[config.mk]
export PLATFORM = sky130hd
export DESIGN_NAME = bfly_router
export DESIGN_NICKNAME = d
export VERILOG_FILES = /design/src/rtl/bfly_pkg.sv /design/src/rtl/bfly_switch.sv /design/src/rtl/bfly_rank.sv /design/src/rtl/bfly_router.sv
export SDC_FILE = /design/constraint.sdc
export NUM_CORES = 1
export LEC_CHECK = 0
export CAP_MARGIN = 0
export CORE_MARGIN = 1.5
export CORE_UTILIZATION = 45
export DETAILED_ROUTE_END_ITERATION = 10
export GPL_ROUTABILITY_DRIVEN = 0
export GPL_TIMING_DRIVEN = 0
export PLACE_DENSITY = 0.67
export SYNTH_ARGS = -nofsm -noshare
export SYNTH_HDL_FRONTEND = slang
export SYNTH_HIERARCHICAL = 1
export SYNTH_SLANG_ARGS = --single-unit
[constraint.sdc]
create_clock -name clk -period 4.7 [get_ports clk]
set_input_delay 0.47 -clock clk [delete_from_list [all_inputs] [get_ports clk]]
set_output_delay 0.47 -clock clk [all_outputs]
set_load 0.03 [all_outputs]
[src/rtl/bfly_pkg.sv]
// Shared widths and packet body type for the butterfly router.
// Assumes a single-beat packet: header travels beside the body.
package bfly_pkg;
    localparam int PAY_W = 16;
    localparam int SUM_W = 8;

    typedef struct packed {
        logic [PAY_W-1:0] pay;
        logic [SUM_W-1:0] sum;
    } flit_body_t;
endpackage

[src/rtl/bfly_switch.sv]
// 2x2 switching element with one output register per direction.
// Steers on the header MSB (0 -> out0, 1 -> out1), shifts that bit out,
// and gives the upper input (a) fixed priority over the lower input (b).
// Assumes in-order valid/ready on every side; ready may depend on valid.
module bfly_switch
    import bfly_pkg::*;
#(
    parameter int HW = 3
) (
    input  logic                   clk,
    input  logic                   rst_n,
    input  logic                   a_vld,
    output logic                   a_rdy,
    input  logic [HW-1:0]          a_hdr,
    input  flit_body_t             a_body,
    input  logic                   b_vld,
    output logic                   b_rdy,
    input  logic [HW-1:0]          b_hdr,
    input  flit_body_t             b_body,
    output logic [1:0]             o_vld,
    input  logic [1:0]             o_rdy,
    output logic [1:0][HW-1:0]     o_hdr,
    output flit_body_t [1:0]       o_body
);
    logic       a_dir;
    logic       b_dir;
    logic [1:0] slot_free;
    logic       b_blocked;
    logic       a_take;
    logic       b_take;

    // Direction decode, free slots and priority between the two inputs.
    always_comb begin
        a_dir     = a_hdr[HW-1];
        b_dir     = b_hdr[HW-1];
        slot_free = ~o_vld | o_rdy;
        b_blocked = a_vld && (a_dir == b_dir);
        a_rdy     = slot_free[a_dir];
        b_rdy     = slot_free[b_dir] && !b_blocked;
        a_take    = a_vld && a_rdy;
        b_take    = b_vld && b_rdy;
    end

    for (genvar o = 0; o < 2; o++) begin : g_out
        // Output register o: load the winning input or drain when taken.
        always_ff @(posedge clk) begin
            if (!rst_n) begin
                o_vld[o]  <= 1'b0;
                o_hdr[o]  <= '0;
                o_body[o] <= '0;
            end else if (a_take && (a_dir == 1'(o))) begin
                o_vld[o]  <= 1'b1;
                o_hdr[o]  <= a_hdr << 1;
                o_body[o] <= a_body;
            end else if (b_take && (b_dir == 1'(o))) begin
                o_vld[o]  <= 1'b1;
                o_hdr[o]  <= b_hdr << 1;
                o_body[o] <= b_body;
            end else if (o_rdy[o]) begin
                o_vld[o]  <= 1'b0;
            end
        end
    end
endmodule

[src/rtl/bfly_rank.sv]
// One rank of N/2 switching elements. Rank STG pairs column j with the
// column that differs in index bit LOGN-1-STG; the lower-numbered column of
// the pair is the upper (priority) input and receives direction 0.
module bfly_rank
    import bfly_pkg::*;
#(
    parameter int N    = 8,
    parameter int LOGN = 3,
    parameter int STG  = 0
) (
    input  logic                       clk,
    input  logic                       rst_n,
    input  logic [N-1:0]               vld_i,
    output logic [N-1:0]               rdy_o,
    input  logic [N-1:0][LOGN-1:0]     hdr_i,
    input  flit_body_t [N-1:0]         body_i,
    output logic [N-1:0]               vld_o,
    input  logic [N-1:0]               rdy_i,
    output logic [N-1:0][LOGN-1:0]     hdr_o,
    output flit_body_t [N-1:0]         body_o
);
    localparam int BIT = LOGN - 1 - STG;

    for (genvar p = 0; p < N / 2; p++) begin : g_pair
        localparam int UP = ((p >> BIT) << (BIT + 1)) | (p & ((1 << BIT) - 1));
        localparam int LO = UP | (1 << BIT);

        logic [1:0]           pv;
        logic [1:0]           pr;
        logic [1:0][LOGN-1:0] ph;
        flit_body_t [1:0]     pb;

        bfly_switch #(.HW(LOGN)) u_sw (
            .clk    (clk),
            .rst_n  (rst_n),
            .a_vld  (vld_i[UP]),
            .a_rdy  (rdy_o[UP]),
            .a_hdr  (hdr_i[UP]),
            .a_body (body_i[UP]),
            .b_vld  (vld_i[LO]),
            .b_rdy  (rdy_o[LO]),
            .b_hdr  (hdr_i[LO]),
            .b_body (body_i[LO]),
            .o_vld  (pv),
            .o_rdy  (pr),
            .o_hdr  (ph),
            .o_body (pb)
        );

        // Map the element's two outputs onto the columns of the pair.
        always_comb begin
            pr         = {rdy_i[LO], rdy_i[UP]};
            vld_o[UP]  = pv[0];
            vld_o[LO]  = pv[1];
            hdr_o[UP]  = ph[0];
            hdr_o[LO]  = ph[1];
            body_o[UP] = pb[0];
            body_o[LO] = pb[1];
        end
    end
endmodule

[src/rtl/bfly_router.sv]
// Top of the butterfly router: LOGN ranks of 2x2 elements between flat
// per-column ports. NPORTS must be a power of two; the header width and
// the rank count both equal log2(NPORTS). Latency is one cycle per rank.
module bfly_router
    import bfly_pkg::*;
#(
    parameter int NPORTS = 8
) (
    input  logic                              clk,
    input  logic                              rst_n,
    input  logic [NPORTS-1:0]                 in_valid,
    output logic [NPORTS-1:0]                 in_ready,
    input  logic [NPORTS*$clog2(NPORTS)-1:0]  in_dest,
    input  logic [NPORTS*PAY_W-1:0]           in_payload,
    input  logic [NPORTS*SUM_W-1:0]           in_csum,
    output logic [NPORTS-1:0]                 out_valid,
    input  logic [NPORTS-1:0]                 out_ready,
    output logic [NPORTS*PAY_W-1:0]           out_payload,
    output logic [NPORTS*SUM_W-1:0]           out_csum
);
    localparam int LOGN = $clog2(NPORTS);

    logic [NPORTS-1:0]            vld [LOGN+1];
    logic [NPORTS-1:0]            rdy [LOGN+1];
    logic [NPORTS-1:0][LOGN-1:0]  hdr [LOGN+1];
    flit_body_t [NPORTS-1:0]      body [LOGN+1];
    logic [NPORTS*LOGN-1:0]       spent_hdr;

    // Unpack the flat input ports into rank-0 columns and pack the outputs.
    always_comb begin
        vld[0]      = in_valid;
        in_ready    = rdy[0];
        rdy[LOGN]   = out_ready;
        out_valid   = vld[LOGN];
        for (int p = 0; p < NPORTS; p++) begin
            hdr[0][p]                  = in_dest[p*LOGN +: LOGN];
            body[0][p].pay             = in_payload[p*PAY_W +: PAY_W];
            body[0][p].sum             = in_csum[p*SUM_W +: SUM_W];
            out_payload[p*PAY_W +: PAY_W] = body[LOGN][p].pay;
            out_csum[p*SUM_W +: SUM_W]    = body[LOGN][p].sum;
            spent_hdr[p*LOGN +: LOGN]     = hdr[LOGN][p];
        end
    end

    for (genvar s = 0; s < LOGN; s++) begin : g_rank
        bfly_rank #(.N(NPORTS), .LOGN(LOGN), .STG(s)) u_rank (
            .clk    (clk),
            .rst_n  (rst_n),
            .vld_i  (vld[s]),
            .rdy_o  (rdy[s]),
            .hdr_i  (hdr[s]),
            .body_i (body[s]),
            .vld_o  (vld[s+1]),
            .rdy_i  (rdy[s+1]),
            .hdr_o  (hdr[s+1]),
            .body_o (body[s+1])
        );
    end
endmodule

==> results of run 1 <==
-- power by group through the flow --
stage          Sequential [uW]  Clock [uW]  Combinational (uW)
2_1_floorplan             5800           0                1140
3_3_place_gp              5910           0                1820
6_report                  5810        5400                1880
3_5_place_dp              5910           0                1830
5_1_grt                   5830        5680                1970
4_1_cts                   5800        5460                1840
-- flip-flops by register name (all words and copies together) (netlist names) --
name,flops
g_rank.u_rank/g_pair.u_sw/o_hdr,24
g_rank.u_rank/g_pair.u_sw/o_body,576
g_rank.u_rank/g_pair.u_sw/o_vld,24
-- per-layer routing --
metal | share of wire, % | GRT usage (%) | vias to the layer above
met5 | 0.011 | 0 | -
met4 | 4.7 | 14.5 | 2
met3 | 7.0 | 4.99 | 232
met2 | 46 | 50.3 | 1215
met1 | 42 | 41.4 | 14700
li1 | - | - | 14000
-- worst min-delay path by stage --
stage               cells after the start                                          to  slack, ns                                        from
floorplan                               2  g_rank[0].u_rank/g_pair[0].u_sw/o_body[24]       0.49  g_rank[0].u_rank/g_pair[0].u_sw/o_body[24]
global placement                        2  g_rank[2].u_rank/g_pair[1].u_sw/o_body[26]       0.49  g_rank[2].u_rank/g_pair[1].u_sw/o_body[26]
detailed placement                      2  g_rank[2].u_rank/g_pair[1].u_sw/o_body[38]       0.49  g_rank[2].u_rank/g_pair[1].u_sw/o_body[38]
CTS                                     3    g_rank[2].u_rank/g_pair[3].u_sw/o_vld[0]       0.23                                       rst_n
global route                            3    g_rank[2].u_rank/g_pair[0].u_sw/o_vld[0]       0.26                                       rst_n
finish                                  3    g_rank[2].u_rank/g_pair[0].u_sw/o_vld[0]       0.25                                       rst_n
-- repair_timing --
item | 4_1_cts | 5_1_grt
gates resized for setup | 30 | 17
setup endpoints to repair | 8 | 7
buffers inserted | 0 | 0
-- cells in the final DEF, fill, tap and decap left out, types with 13 or more instances in the layout --
cell type,n
sky130_fd_sc_hd__nand4_1,300
sky130_fd_sc_hd__nor2_1,36
sky130_fd_sc_hd__nand2_1,300
sky130_fd_sc_hd__buf_2,99
sky130_fd_sc_hd__clkdlybuf4s50_1,430
sky130_fd_sc_hd__buf_1,36
sky130_fd_sc_hd__clkbuf_16,73
sky130_fd_sc_hd__clkbuf_2,18
sky130_fd_sc_hd__nand2b_4,13
sky130_fd_sc_hd__inv_1,24
sky130_fd_sc_hd__o21ai_0,60
sky130_fd_sc_hd__o221ai_2,236
sky130_fd_sc_hd__nand2b_1,20
sky130_fd_sc_hd__mux2i_1,600
sky130_fd_sc_hd__clkbuf_1,230
sky130_fd_sc_hd__o211ai_1,300
sky130_fd_sc_hd__nor2b_1,23
sky130_fd_sc_hd__buf_6,48
sky130_fd_sc_hd__o21ai_1,240
sky130_fd_sc_hd__o221ai_1,64
sky130_fd_sc_hd__dfxtp_1,624
-- area by class of cell --
| cell class | instances | share of cell area [%] |
|---|---|---|
| multi-input cells | 2292 | 44.9 |
| flip-flops and latches | 624 | 30.7 |
| repair buffers | 436 | 10.7 |
| plain buffers | 411 | 5.05 |
| clock buffers | 103 | 5.02 |
| well taps | 950 | 2.92 |
| clock inverters | 19 | 0.419 |
| inverters | 24 | 0.222 |
-- critical path, delay by kind of cell, from the launching register on --
| kind | cells | cell delay, ns |
|---|---|---|
| buffers and inverters | 3 | 1.43 |
| and+or+nand+nor | 5 | 1.35 |
| AOI/OAI and AO/OA | 3 | 0.31 |
| DFF | 1 | 0.33 |
-- per-stage QoR --
step / utilization (%) / cells / setup WS [ns]
after floorplan: - / 3360 / 0.873
after global placement: 53.5 / 4746 / -1.00
after detailed placement: 53.5 / 4746 / -1.06
after CTS: 56.6 / 4863 / 0.0629
after global routing: 56.6 / 4859 / 0.00718
final: 56.6 / 4859 / 0.163
==> results by group, run 1 <==
Outcome
  • Run status: complete, no violations

Power and ir drop
  • Final total power: 13,100 uW
  • Internal Power: around 9400 uW
  • Cell leakage power: roughly 0.016 uW
  • Clock network fraction of design power: 41.3%
  • Net Sw Frac: around 28%
  • Switching power of the nets: approximately 3700 uW
  • P per Cell Area: approximately 320 nW/um^2
  • Worst voltage drop across the vdd grid: 0.229 mV
  • Part of the power in combinational logic: 14.3%
  • Register share of total power: 44.4%

GRT
  • Number of antenna violations at the first check in global routing: 1
  • Global route total overflow: 0
  • Pin count of the biggest net entering global routing: 14
  • Via count of the first global-routing pass: 28,100
  • GRT Resource Usage Total: 31.4%
  • Global-route wire length before repair: 179,000 um

STA
  • Skew final: between 0.03 and 0.04 ns
  • Headroom to the max-slew limit: 48.9%
  • Max-slew violation count: 0
  • Slew of the pin with the lowest slew margin: 0.766 ns
  • Final number of hold-violating endpoints: 0
  • Setup repair after global routing missed its margin: no
  • Setup TNS: 0 ns
  • Clock period minus worst slack: around 4.5 ns
  • Period utilisation layout: a little over nine tenths
  • Timing-limited maximum frequency: around 220 MHz
  • Setup violations, final: 0
  • Worst hold-check slack: 0.248 ns

Synthesis
  • Gate count after technology mapping: 3,360
  • Post-synthesis average cell area: about 10 um^2
  • Yosys warns: 6
  • Synthesized net count: 3,594
  • Post-synthesis instance area: 32,900 um^2

Drt
  • DRC: 0
  • DR pass1 iterations: 6
  • Number of vias per cell: just over 6
  • Drt initial violations: 2,843
  • Number of vias after detailed routing: a little over 30,000
  • Wire length per cell: 25.2 um
  • Antenna violation net count after detailed routing: 0
  • Detailed-route wire length: ~120,000 um

Worst setup path
  • Reg2reg start: g_rank[2].u_rank/g_pair[0].u_sw/o_vld[1]
  • Worst-path cell chain: nor2b_1 -> clkbuf_1 -> clkbuf_1 -> a21oi_2 -> nand2b_2 -> nor2_1 -> a21oi_1 -> nand2b_1 -> nor2_1 -> a21oi_1 -> clkdlybuf4s50_1
  • Reg2reg path depth: 10
  • Category of the most critical setup path: reg -> out
  • WP data arrival: ~4.1 ns
  • Endpoint of the worst register-to-register path: g_rank[0].u_rank/g_pair[3].u_sw/o_body[20]
  • Reg-to-reg slack, setup: 1.07 ns
  • WP data required: 4.23 ns
  • Largest fanout on the critical path: 11
  • CP endpoint kind: output port
  • Peak per-stage delay on the critical path: 0.59 ns
  • Worst setup endpoint: in_ready[0]
  • Critical Path Slowest Stage Cell: sky130_fd_sc_hd__clkdlybuf4s50_1
  • Worst setup path startpoint: g_rank[2].u_rank/g_pair[0].u_sw/o_vld[1]
  • Critical path startpoint category: flop

Clock network
  • Cell at the root of the clock tree: sky130_fd_sc_hd__clkbuf_16
  • Clock latency on the worst-skew pair: ~0.63 ns
  • Clock buffers created by TritonCTS: 70
  • Number of levels the H-tree was split into: 3
  • Clock input transition at the sequential cells of the worst setup and hold paths: 0.06 ns
  • Cts-stage hold buffer count: 0
  • TritonCTS clock tree: yes
  • Maximum buffer depth of the clock tree: 3
  • TritonCTS Sinks: 624

Cells and area
  • Area of the multi-input gates: 18,300 um^2
  • Design Area, Final: around 41,000 um^2
  • Number of fill cells in the layout: between 6,000 and 7,000
  • Number of antenna diodes: 0
  • Number of nets in the finished design: 4,093
  • Area occupied by registers: 12,500 um^2
  • Fraction of final layout cells sized beyond drive strength 1: 14.0%
  • Area overhead of the layout relative to synthesis: 23.7%

Flow run
  • Number of violations of the max-capacitance limit: 0

Floorplan
  • Initial standard-cell utilization of the core: 45.7%
  • Overall die area: 74,700 um^2
  • Site row count: slightly below 100
  • Top-Level Pins: 442
  • Floorplan Core Area: 71,900 um^2
  • Horizontal die dimension: around 270 um
  • Vertical die dimension: 273 um

Placement
  • Detailed-placement wirelength estimate: ~96,000 um
  • Port Buffer Count: 436
  • Post-place instance area: 38,400 um^2

Worst hold path
  • Worst min-delay path category: in -> reg
Note: power is estimated with default switching activity, not from simulation.
==> run 2: changes to the inputs <==
PLACE_DENSITY = 0.68   (was 0.67)
SYNTH_HIERARCHICAL = not set   (was 1)
clock period = 5.7 ns   (was 4.7 ns; I/O delays follow)
==> results by group, run 2 <==
Outcome
  • Run status: complete, no violations (unchanged)

Clock network
  • TritonCTS Sinks: 624 (unchanged)
  • Cell at the root of the clock tree: sky130_fd_sc_hd__clkbuf_16 (unchanged)
  • Number of levels the H-tree was split into: 3 (unchanged)
  • Clock latency on the worst-skew pair: 0.62 ns (was 0.63 ns)
  • Clock buffers created by TritonCTS: 68 (was 70)
  • Post-CTS Setup Bufs: 0 (unchanged)
  • CTS resizes: 0 (was 30)
  • Cts-stage hold buffer count: 0 (unchanged)
  • Maximum buffer depth of the clock tree: 3 (unchanged)
  • Clock input transition at the sequential cells of the worst setup and hold paths: 0.07 ns (was 0.06 ns)
  • TritonCTS clock tree: yes (unchanged)

Synthesis
  • Number of synthesized register bits: between 600 and 700
  • Synthesized net count: 3,383 (was 3,594)
  • Unique masters post-synth: 59
  • Post-synth EDFFs: 0
  • Asr flop ratio synth: 0%
  • Cell taking the most area after synthesis: sky130_fd_sc_hd__dfxtp_1
  • Proportion of synthesized chip area in sequential cells: 42.6%
  • Main flop type after synthesis: sky130_fd_sc_hd__dfxtp_1
  • Area contributors post-synth: sky130_fd_sc_hd__dfxtp_1 43%, sky130_fd_sc_hd__mux2i_1 14%, sky130_fd_sc_hd__a211oi_1 5.6%
  • Yosys warns: 0 (was 6)
  • Gate count after technology mapping: 3,149 (was 3,360)
  • Most frequent cells after synthesis: 624 x sky130_fd_sc_hd__dfxtp_1, 422 x sky130_fd_sc_hd__mux2i_1, 298 x sky130_fd_sc_hd__a21oi_1
  • Count leader, synth: sky130_fd_sc_hd__dfxtp_1
  • Post-synthesis average cell area: 9.31 um^2 (was 9.78 um^2)
  • Post-synth top area share: 42.6%
  • Post-synthesis instance area: 29,300 um^2 (was 32,900 um^2)

Worst setup path
  • Reg2reg start: g_rank[1].u_rank.g_pair[2].u_sw.o_hdr[2] (was g_rank[2].u_rank/g_pair[0].u_sw/o_vld[1])
  • CP endpoint kind: output port (unchanged)
  • Largest fanout on the critical path: 10 (was 11)
  • Reg2reg path depth: 7 (was 10)
  • Critical path startpoint category: input port (was flop)
  • Category of the most critical setup path: in -> out (was reg -> out)
  • Reg-to-reg slack, setup: 3.17 ns (was 1.07 ns)
  • WP data arrival: 3.72 ns (was 4.07 ns)
  • WP data required: 5.13 ns (was 4.23 ns)
  • Endpoint of the worst register-to-register path: g_rank[1].u_rank.g_pair[2].u_sw.o_body[4] (was g_rank[0].u_rank/g_pair[3].u_sw/o_body[20])

Worst hold path
  • Hold-critical path depth: 4 (was 3)
  • Worst min-delay path category: in -> reg (unchanged)
  • Hold Startpoint: in_dest[23] (was rst_n)
  • Endpoint of the worst hold-timing path: g_rank[0].u_rank.g_pair[3].u_sw.o_vld[1] (was g_rank[2].u_rank/g_pair[0].u_sw/o_vld[0])

Cells and area
  • Max FFs per register: 576 (unchanged)
  • Fraction of final layout cells sized beyond drive strength 1: 11.8% (was 14.0%)
  • Top library cells by usage in the layout, fill and taps aside: 624 x sky130_fd_sc_hd__dfxtp_1, 439 x sky130_fd_sc_hd__clkdlybuf4s50_1, 422 x sky130_fd_sc_hd__mux2i_1, 298 x sky130_fd_sc_hd__a21oi_1, 267 x sky130_fd_sc_hd__nor2_1 (was 624 x sky130_fd_sc_hd__dfxtp_1, 600 x sky130_fd_sc_hd__mux2i_1, 430 x sky130_fd_sc_hd__clkdlybuf4s50_1)
  • Largest registers: g_rank.u_rank.g_pair.u_sw.o_body: 576 flops, g_rank.u_rank.g_pair.u_sw.o_hdr: 24 flops, g_rank.u_rank.g_pair.u_sw.o_vld: 24 flops (was g_rank.u_rank/g_pair.u_sw/o_body: 576 flops, g_rank.u_rank/g_pair.u_sw/o_hdr: 24 flops, g_rank.u_rank/g_pair.u_sw/o_vld: 24 flops)
  • Most common cell after layout, fill and taps aside: sky130_fd_sc_hd__dfxtp_1 (unchanged)
  • Design Area, Final: 37,000 um^2 (was 40,700 um^2)
  • Register name with the most flops: g_rank.u_rank.g_pair.u_sw.o_body (was g_rank.u_rank/g_pair.u_sw/o_body)
  • Number of antenna diodes: 0 (unchanged)
  • Area overhead of the layout relative to synthesis: 26.2% (was 23.7%)
  • Number of nets in the finished design: 3,892 (was 4,093)

Drt
  • Wire length per cell: 24.7 um (was 25.2 um)
  • Number of vias after detailed routing: 27,100 (was 30,200)
  • Drt initial violations: 2,812 (was 2,843)
  • Detailed-route wire length: 113,000 um (was 123,000 um)
  • Antenna violation net count after detailed routing: 0 (unchanged)
  • Number of vias per cell: 5.93 (was 6.21)
  • DR pass1 iterations: 5 (was 6)
  • DRC: 0 (unchanged)

STA
  • Setup violations, final: 0 (unchanged)
  • Slew of the pin with the lowest slew margin: 1.04 ns (was 0.766 ns)
  • Headroom to the max-slew limit: 30.8% (was 48.9%)
  • Period utilisation layout: 75.2%
  • Final number of hold-violating endpoints: 0 (unchanged)
  • Setup TNS: 0 ns (unchanged)
  • Setup repair after global routing missed its margin: no (unchanged)
  • Clock period minus worst slack: roughly 4.3 ns
  • Max-slew violation count: 0 (unchanged)
  • Skew final: 0.0261 ns (was 0.0324 ns)
  • Timing-limited maximum frequency: 233 MHz

Floorplan
  • Initial standard-cell utilization of the core: 45.5% (was 45.7%)
  • Site row count: 93 (was 98)
  • Vertical die dimension: 258 um (was 273 um)
  • Overall die area: 66,700 um^2 (was 74,700 um^2)
  • Horizontal die dimension: 258 um (was 273 um)
  • Floorplan Core Area: 64,500 um^2 (was 71,900 um^2)
  • Top-Level Pins: 442 (unchanged)

Placement
  • Port Buffer Count: 439 (was 436)
  • Post-place instance area: 34,800 um^2 (was 38,400 um^2)
  • Detailed-placement wirelength estimate: 89,500 um (was 96,000 um)

GRT
  • Global route total overflow: 0 (unchanged)
  • GRT Resource Usage Total: 32.6% (was 31.4%)
  • Global-route wire length before repair: 162,000 um (was 179,000 um)
  • Pin count of the biggest net entering global routing: 15 (was 14)
  • Number of antenna violations at the first check in global routing: 0 (was 1)
  • Via count of the first global-routing pass: 25,200 (was 28,100)

Flow run
  • Number of violations of the max-capacitance limit: 0 (unchanged)

Power and ir drop
  • Cell leakage power: 0.0144 uW (was 0.0160 uW)
  • P per Cell Area: 328 nW/um^2 (was 322 nW/um^2)
  • Worst voltage drop across the vdd grid: 0.216 mV (was 0.229 mV)
[run 2: cell count changes in the layout (fill, tap and decap cells not counted), moves of 211 or more]
| cell | delta |
|---|---|
| sky130_fd_sc_hd__a211oi_1 | +218 |
| sky130_fd_sc_hd__a21oi_1 | +287 |
| sky130_fd_sc_hd__buf_4 | +211 |
| sky130_fd_sc_hd__nand4_1 | -300 |
| sky130_fd_sc_hd__nor2_1 | +231 |
| sky130_fd_sc_hd__o211ai_1 | -297 |
| sky130_fd_sc_hd__o21ai_1 | -239 |
| sky130_fd_sc_hd__o221ai_2 | -232 |
[run 2: worst max-delay path by stage]
stage | to | start | slack, ns
after detailed placement | in_ready[2] | out_ready[5] | 1.57
after CTS | in_ready[2] | out_ready[5] | 1.56
after floorplan | in_ready[2] | out_ready[2] | 3.08
final | in_ready[2] | out_ready[5] | 1.41
after global routing | in_ready[3] | out_ready[5] | 1.42
after global placement | in_ready[6] | out_ready[5] | 1.55
[run 2: critical path, stage by stage]
cell and delay [ns]:
sky130_fd_sc_hd__clkdlybuf4s50_1 0.58, sky130_fd_sc_hd__nand3b_1 0.22, sky130_fd_sc_hd__a21oi_4 0.12, sky130_fd_sc_hd__o32ai_2 0.89, sky130_fd_sc_hd__nand2b_1 0.32, sky130_fd_sc_hd__mux2_2 0.25
sky130_fd_sc_hd__buf_4 0.11, sky130_fd_sc_hd__clkdlybuf4s50_1 0.65
[run 2: metal layers]
layer | GRT usage (%) | share of wire, % | vias up
li1 | - | - | 12500
met1 | 43.6 | 42 | 13000
met2 | 52.5 | 46 | 1300
met3 | 5.05 | 8.4 | 216
met4 | 13.5 | 4.2 | 0
met5 | 0 | 0 | -
[run 2: cell families after synthesis]
group	share of synthesized area [%]
DFF	42.6
AOI/OAI and AO/OA	26.2
buffers and inverters	9.40
and+or+nand+nor	7.04
xor gates and xnor gates	0.239
muxes	14.5
[run 2: per-stage QoR]
| stage | cells | utilization [%] | power (uW) | setup slack [ns] | hold WS [ns] |
|---|---|---|---|---|---|
| final | 4564 | 57.4 | 12100 | 1.41 | 0.478 |
| after global routing | 4564 | 57.4 | 12500 | 1.42 | 0.511 |
| after CTS | 4564 | 57.4 | 12100 | 1.56 | 0.467 |
| after detailed placement | 4443 | 53.9 | 7690 | 1.57 | 0.479 |
| after global placement | 4443 | 53.9 | 7680 | 1.55 | 0.477 |
| after floorplan | 3149 | - | 6610 | 3.08 | 0.453 |
[run 2: area by class of cell]
type / instances / area [um^2]
fill: 5890 / 27500
clock buffer: 103 / 2030
sequential: 624 / 12500
tap: 855 / 1070
inverter: 24 / 90.1
buffer: 472 / 2660
clock inverter: 18 / 199
multi-input combinational: 2029 / 14100
timing repair buffer: 439 / 4390
[run 2: report_power, final]
| part | internal [uW] | switching (uW) | leakage (uW) | total, uW |
|---|---|---|---|---|
| registers | 4780 | 459 | 0.00513 | 5240 |
| logic | 1050 | 1390 | 0.00820 | 2440 |
| clock network | 2600 | 1870 | 0.00110 | 4470 |
| total | 8430 | 3720 | 0.0144 | 12100 |
